[src/rtl/rxq_pkg.sv]
package rxq_pkg;

    parameter int unsigned RXQ_DATA_W = 8;

    typedef struct packed {
        logic                  ovr;
        logic                  ferr;
        logic                  bit9;
        logic [RXQ_DATA_W-1:0] data;
    } rxq_entry_t;

    function automatic rxq_entry_t rxq_make(input logic [RXQ_DATA_W-1:0] d,
                                            input logic b9, input logic fe);
        rxq_entry_t e;
        e.ovr  = 1'b0;
        e.ferr = fe;
        e.bit9 = b9;
        e.data = d;
        return e;
    endfunction

endpackage

[src/rtl/rxq_hold_stage.sv]
module rxq_hold_stage
    import rxq_pkg::*;
(
    input  logic       clk,
    input  logic       rst,
    input  logic       en,
    input  logic       frm_valid,
    input  rxq_entry_t frm_entry,
    input  logic       start_det,
    input  logic       q_full,
    output logic       xfer_valid,
    output rxq_entry_t xfer_entry
);

    logic       hold_v;
    rxq_entry_t hold_e;
    logic       ovr_pend;
    logic       drop;

    assign xfer_valid = en && hold_v && !q_full;
    assign drop       = en && hold_v && q_full && start_det;

    always_comb begin
        xfer_entry     = hold_e;
        xfer_entry.ovr = ovr_pend;
    end

    always_ff @(posedge clk) begin
        if (rst || !en) begin
            hold_v   <= 1'b0;
            hold_e   <= '0;
            ovr_pend <= 1'b0;
        end else begin
            if (frm_valid) begin
                hold_v <= 1'b1;
                hold_e <= frm_entry;
            end else if (xfer_valid || drop) begin
                hold_v <= 1'b0;
            end
            if (xfer_valid)
                ovr_pend <= 1'b0;
            else if (drop)
                ovr_pend <= 1'b1;
        end
    end

    assert_loss_marks_R7: assert property (@(posedge clk) disable iff (rst)
        (en && start_det && hold_v && q_full) |=> ovr_pend);

    assert_hold_kept_R6: assert property (@(posedge clk) disable iff (rst)
        (en && hold_v && q_full && !start_det) |=> hold_v);

    assert_mark_consumed_R8: assert property (@(posedge clk) disable iff (rst)
        (xfer_valid && !drop) |=> !ovr_pend);

endmodule

[src/rtl/rxq_fifo.sv]
module rxq_fifo
    import rxq_pkg::*;
#(
    parameter int unsigned DEPTH = 2
) (
    input  logic                          clk,
    input  logic                          rst,
    input  logic                          en,
    input  logic                          push,
    input  rxq_entry_t                    push_entry,
    input  logic                          pop_req,
    output rxq_entry_t                    head_entry,
    output logic                          full,
    output logic                          nonempty
);

    localparam int unsigned PTR_W = (DEPTH > 1) ? $clog2(DEPTH) : 1;
    localparam int unsigned CNT_W = $clog2(DEPTH + 1);
    localparam logic [PTR_W-1:0] LAST = PTR_W'(DEPTH - 1);

    logic [PTR_W-1:0] wr_ptr, rd_ptr;
    logic [CNT_W-1:0] count;
    rxq_entry_t       slot [DEPTH];
    logic             pop;

    assign full       = (count == CNT_W'(DEPTH));
    assign nonempty   = (count != '0);
    assign pop        = en && pop_req && nonempty;
    assign head_entry = nonempty ? slot[rd_ptr] : '0;

    for (genvar i = 0; i < DEPTH; i++) begin : g_slot
        always_ff @(posedge clk) begin
            if (rst || !en)
                slot[i] <= '0;
            else if (push && wr_ptr == PTR_W'(i))
                slot[i] <= push_entry;
        end
    end

    always_ff @(posedge clk) begin
        if (rst || !en) begin
            wr_ptr <= '0;
            rd_ptr <= '0;
            count  <= '0;
        end else begin
            if (push)
                wr_ptr <= (wr_ptr == LAST) ? '0 : wr_ptr + 1'b1;
            if (pop)
                rd_ptr <= (rd_ptr == LAST) ? '0 : rd_ptr + 1'b1;
            if (push && !pop)
                count <= count + 1'b1;
            else if (pop && !push)
                count <= count - 1'b1;
        end
    end

    assert_no_overflow_R5: assert property (@(posedge clk) disable iff (rst)
        push |-> !full);

    assert_empty_read_R4: assert property (@(posedge clk) disable iff (rst)
        (pop_req && !nonempty && !push) |=> !nonempty);

endmodule

[src/rtl/rxq_receive_buffer.sv]
module rxq_receive_buffer
    import rxq_pkg::*;
#(
    parameter int unsigned DEPTH = 2
) (
    input  logic                  clk,
    input  logic                  rst,
    input  logic                  rx_en,
    input  logic                  start_det,
    input  logic                  frm_valid,
    input  logic [RXQ_DATA_W-1:0] frm_data,
    input  logic                  frm_bit9,
    input  logic                  frm_ferr,
    input  logic                  host_rd,
    output logic                  rx_ready,
    output logic [RXQ_DATA_W-1:0] head_data,
    output logic                  head_bit9,
    output logic                  head_ferr,
    output logic                  head_ovr
);

    logic       q_full, q_nonempty, xfer_valid;
    rxq_entry_t xfer_entry, head_entry;

    rxq_hold_stage u_hold (
        .clk        (clk),
        .rst        (rst),
        .en         (rx_en),
        .frm_valid  (frm_valid),
        .frm_entry  (rxq_make(frm_data, frm_bit9, frm_ferr)),
        .start_det  (start_det),
        .q_full     (q_full),
        .xfer_valid (xfer_valid),
        .xfer_entry (xfer_entry)
    );

    rxq_fifo #(.DEPTH(DEPTH)) u_fifo (
        .clk        (clk),
        .rst        (rst),
        .en         (rx_en),
        .push       (xfer_valid),
        .push_entry (xfer_entry),
        .pop_req    (host_rd),
        .head_entry (head_entry),
        .full       (q_full),
        .nonempty   (q_nonempty)
    );

    assign rx_ready  = q_nonempty;
    assign head_data = head_entry.data;
    assign head_bit9 = head_entry.bit9;
    assign head_ferr = head_entry.ferr;
    assign head_ovr  = head_entry.ovr;

    assert_flush_R10: assert property (@(posedge clk) disable iff (rst)
        !rx_en |=> (!rx_ready && !head_ovr));

    assert_xfer_visible_R9: assert property (@(posedge clk) disable iff (rst)
        xfer_valid |=> rx_ready);

    assert_reset_empty_R1: assert property (@(posedge clk)
        rst |=> !rx_ready);

endmodule

[config.mk]
export PLATFORM = sky130hd
export DESIGN_NAME = rxq_receive_buffer
export DESIGN_NICKNAME = d
export VERILOG_FILES = /design/src/rtl/rxq_pkg.sv /design/src/rtl/rxq_hold_stage.sv /design/src/rtl/rxq_fifo.sv /design/src/rtl/rxq_receive_buffer.sv
export SDC_FILE = /design/constraint.sdc
export NUM_CORES = 1
export LEC_CHECK = 0
export BUFFER_PORTS_ARGS = -buffer_cell sky130_fd_sc_hd__buf_2
export CORE_ASPECT_RATIO = 0.8
export CORE_MARGIN = 2
export CORE_UTILIZATION = 50
export CTS_BUF_LIST = sky130_fd_sc_hd__clkbuf_2 sky130_fd_sc_hd__clkbuf_4 sky130_fd_sc_hd__clkbuf_8
export DETAILED_ROUTE_END_ITERATION = 8
export PLACE_DENSITY = 0.68
export SYNTH_ARGS = -nofsm -noshare
export SYNTH_HDL_FRONTEND = slang
export SYNTH_SLANG_ARGS = --single-unit
[constraint.sdc]
create_clock -name clk -period 5.2 [get_ports clk]
set_clock_uncertainty 0.15 [all_clocks]
set_input_delay 1.04 -clock clk [delete_from_list [all_inputs] [get_ports clk]]
set_output_delay 1.04 -clock clk [all_outputs]
set_load 0.02 [all_outputs]
After elaboration in Yosys (flattened, before gate mapping):

Memory sizes are Yosys's and may differ from the RTL's. A register that Yosys moved wholly into a read port is not among the register bits.
Index checks and enable logic that the tools add are counted.

* add/subtract/negate cells: 4
* equal/unequal tests: 1
* multiplexer cells: 19
* bitwise operators: 3
* reduce and logical (&&, ||, !) cells: 20

Operator list (count)
* $mux 11: 3
* $mux 1: 14
* $logic_and 1x1->1: 10
* $reduce_bool 2->1: 3
* $logic_not 1->1: 4
* $mux 2: 2
* $add 1x1->1 const B: 2
* $add 2x1->2 const B: 1
* $eq 2x2->1 const B: 1
* $logic_or 1x1->1: 2
* $or 1x1->1: 2
* $reduce_or 2->1: 1
* $sub 2x1->2 const B: 1
* $not 1->1: 1

* register bits: 16
* bits in writable memories: 22
* input bits: 16
* memories kept: 1

Memory list
* u_fifo.slot: depth 2, width 11, read ports 1, clocked after Yosys merged registers in 1, write ports 2, line rxq_fifo.sv:23 `rxq_entry_t slot [DEPTH];`

Longest topological paths before layout:

* depth in word-level cells: 8
* mapped depth: 7

Cells and area by module:

A second synthesis with hierarchy kept.

* cells, all modules: 155
* area, all modules: 1679.1 sq um

By module, submodules not included
* rxq_fifo: times used 1, cells an instance 111, area each 1228.7 sq um
* rxq_hold_stage: times used 1, cells an instance 43, area each 446.7 sq um
* rxq_receive_buffer: times used 1, cells an instance 1, area each 3.8 sq um

Least setup slack after synthesis:

No wires, ideal clock.

* kind: input-to-reg
* start: in rx_en
* end: mem u_fifo.slot[0][0] (netlist name), enable pin
* setup time: 0.394 ns
* data arrival time: 1.982 ns
* path slack: 2.674 ns
* stages on the path: 2
* buffers on the path: 0
* cell sequence: nand3_1 o21ai_0

RTL lines
* start: declaration: line rxq_receive_buffer.sv:8 `input logic rx_en,`
* end: declaration: line rxq_fifo.sv:23

Worst setup path in the final report:

* start: reg u_fifo.count[0]
* end: out head_ovr

* word-level cells in the longest chain between the ends: 2

Ends and longest elaborated chain
* start: declaration: line rxq_fifo.sv:22 `logic [CNT_W-1:0] count;`
* start signal: assignment: line rxq_fifo.sv:51 `count <= count + 1'b1;`
* start signal: assignment: line rxq_fifo.sv:53 `count <= count - 1'b1;`
* $reduce_bool 2->1: line rxq_fifo.sv:27 `assign nonempty = (count != '0);`
* $mux 11: line rxq_fifo.sv:29 `assign head_entry = nonempty ? slot[rd_ptr] : '0;`
* end: declaration: line rxq_receive_buffer.sv:19 `output logic head_ovr`

Every way passes these cells.

==> summary.txt <==
Logic synthesis
  – Sequential-to-total area share from yosys stat: 0.595
  – Unique cell type count in the Yosys netlist: 27
  – Mapped Nets: 158
  – Post-synth top area share: 0.393
  – Synth warnings: 0
  – Dominant cell type by area after synthesis: edfxtp_1
  – Post-Syn Area per Cell: 11.9 um2
  – Synth Cell Area: 1680 um2
  – Synth top area cells: edfxtp_1 (39%), dfxtp_1 (20%), mux2i_1 (13%), and2_1 (8.2%), nor2_1 (5.8%)
  – Seq cells post-synth: 39
  – Post-Syn Instances: 141

Cells and area
  – Most frequent cells in the layout: buf_2 (27), nor2_1 (26), and2_1 (22), edfxtp_1 (22), mux2i_1 (21)
  – Net count, final: 186
  – Area Growth Syn to Fin: 15.6%
  – Antenna cells: 0
  – Non-Filler Instances: 210
  – Share of layout cells above drive strength 1: 0.235
  – Fill cells: 270
  – Most common cell after layout, fill and taps aside: buf_2

Global routing
  – Global-route wire length before repair: 4480 um
  – GRT overflow: 0
  – Initial antenna violation count: 0
  – Vias in the first global route: 945
  – GRT Total Usage: 0.161
  – Largest net degree at the start of global routing: 19

STA
  – Period minus WS final: 2860 ps
  – Post-route setup TNS: 0 ps
  – Final Hold Vio Count: 0
  – Max Fclk: 350 MHz
  – Max Slew Vio Count: 0
  – Rel. slew slack: 0.423
  – RSZ-0062 raised after global routing: no
  – Setup violators final: 0
  – Final worst-path cycle share: 0.550
  – Tightest Pin Transition: 862 ps

CTS
  – Post-CTS Hold Buffers: 0
  – CTS-repair resized insts: 0
  – TritonCTS buffer count: 5
  – CTS tree: done
  – CTS Sinks: 39
  – Clock Latency Late Sink: 290 ps
  – H-tree depth: 2
  – CTS root buffer: clkbuf_8
  – Post-CTS setup buffer count: 0
  – Clock buffer depth: 2
  – CTS clk-pin slew, worst paths: 70 ps

Worst hold path
  – Hold Path Depth: 2
  – Worst Hold Class: flop to flop
  – Hold Startpoint: u_fifo.rd_ptr

Floorplanning
  – I/O Pins: 28
  – DIE HEIGHT: 55.9 um
  – Num rows: 18
  – Die Width: 68.8 um
  – Core ar.: 3150 um2
  – Die ar.: 3850 um2
  – Initial core utilization: 0.533

Power and ir drop
  – Clock Power Share: 0.409
  – Sequential power share: 0.540
  – Switch Pwr: 0.126 mW
  – Pwr Density: 325 nW/um2
  – Lkg Pwr: 0.819 nW
  – Worst VDD drop: 0.000230 V
  – Sw Ratio: 0.200
  – P_int: 0.505 mW
  – Comb power frac: 0.052
  – Final Power: 0.631 mW

Critical path
  – Buffers & Inverters on Critical Path: 1
  – Reg2Reg Setup Slack: 2910 ps
  – CP Capture Type: output port
  – Crit path DAT: 1670 ps
  – CP startpoint kind: flop
  – Slowest cell on crit path: nor2_1
  – Worst r2r path cells: 6
  – Crit path cell chain: nor2_1 > nor2_1 > buf_2
  – Most frequent CP cell: nor2_1
  – CP required: 4010 ps
  – R2r startpoint: u_fifo.count[0]
  – Delay of the slowest critical-path stage: 680 ps
  – Kind of critical path: flop to output port
  – Crit path from: u_fifo.count[0]
  – FF-to-FF End: u_fifo.count[1]
  – Crit path max-delay family: simple AND/OR/NAND/NOR gates
  – CP Max Fanout: 12

Route
  – Post-route ant nets: 0
  – Vias per cell: 4.96
  – Routed len/inst: 12.8 um
  – WL final: 2690 um
  – 1st-pass router iterations: 4
  – Initial drt markers: 26
  – Via count: 1042
  – # DRC: 0

Status
  – Outcome: finished, final reports clean

Placed design
  – Final Wtd Congestion: 0.706
  – Buffers on Ports: 27
  – Post-DP HPWL: 1850 um
  – Placed Cells: 202

Job
  – Total of max-cap violations: 0
==> through the flow <==
stage          cell area [um2]  hold WS (ps)  setup slack [ps]  utilization
6_report                  1940           361              2340        0.617
3_5_place_dp              1830           347              2420        0.579
5_1_grt                   1940           407              2220        0.617
3_3_place_gp              1830           341              2470        0.579
2_1_floorplan             1680           316              2670            -
4_1_cts                   1940           368              2330        0.617
==> sequential cells by signal (all words and copies together), names as in the netlist, named ones only <==
| signal | count |
|---|---|
| u_hold.hold_v | 1 |
| u_fifo.slot | 22 |
| u_hold.ovr_pend | 1 |
| u_fifo.rd_ptr | 1 |
| u_hold.xfer_entry | 10 |
| u_fifo.count | 2 |
| u_fifo.wr_ptr | 1 |
==> metal layers <==
metal | track usage | vias up | part of all wire | wire [um]
met3 | 0.0547 | 5 | 0.048 | 129
met1 | 0.218 | 477 | 0.51 | 1360
met2 | 0.240 | 25 | 0.43 | 1170
met4 | 0.0588 | 0 | 0.011 | 29
li1 | - | 535 | - | -
met5 | 0 | - | 0 | 0
==> worst max-delay path by stage <==
| stage | slack [ps] | depth (start not counted) | endpoint |
|---|---|---|---|
| after floorplan | 2670 | 2 | u_fifo.slot[0][0] |
| after detailed placement | 2420 | 4 | u_fifo.slot[0][4] |
| final | 2340 | 3 | head_ovr |
| after global placement | 2470 | 4 | u_fifo.slot[0][2] |
| after global routing | 2220 | 3 | rx_ready |
| after CTS | 2330 | 3 | head_ovr |
==> Yosys cell counts <==
library cell	n
buf_2	2
clkbuf_1	2
inv_2	1
nand2b_1	2
a21o_1	1
nor2_1	26
o21ai_0	3
xor2_1	3
nor4b_4	1
inv_1	2
buf_6	2
dfxtp_1	17
or3_1	1
nor2b_1	1
o21bai_2	1
and4_1	1
and2_1	22
a31oi_1	1
ha_1	1
a211oi_1	1
a21oi_1	2
nand3_1	2
edfxtp_1	22
nand2_1	1
mux2i_1	21
buf_4	1
nor2b_2	1
==> power groups by stage <==
stage	Sequential (mW)	Combinational [mW]	Clock, mW
floorplan	0.346	0.0227	0
global placement	0.348	0.0317	0
detailed placement	0.348	0.0329	0
CTS	0.341	0.0330	0.259
global route	0.342	0.0365	0.273
finish	0.341	0.0326	0.258
==> logic make-up (layout without fill, tap and decap cells) <==
| group | Yosys count | in the layout | synth area share |
|---|---|---|---|
| and+or+nand+nor | 58 | 58 | 0.187 |
| buffers and inverters | 10 | 39 | 0.0350 |
| xor gates and xnor gates | 3 | 3 | 0.0156 |
| adders and majority gates | 1 | 1 | 0.00744 |
| AOI/OAI and AO/OA | 9 | 9 | 0.0342 |
| muxes | 21 | 21 | 0.125 |
| DFF | 39 | 39 | 0.595 |
==> area by class of cell <==
cell class	instances	area, um2	area share
sequential	39	1000	0.515
multi-input combinational	92	622	0.320
timing repair buffer	28	143	0.0734
clock buffer	6	82.6	0.0425
tap	40	50.0	0.0257
clock inverter	2	35.0	0.0180
inverter	3	11.3	0.00579
==> tightest hold or removal path, stage by stage (launching register included) <==
cell and delay, ps:
dfxtp_1 330, xor2_1 80, nor2_1 70
No activity file was read; power rests on OpenSTA's default activity.
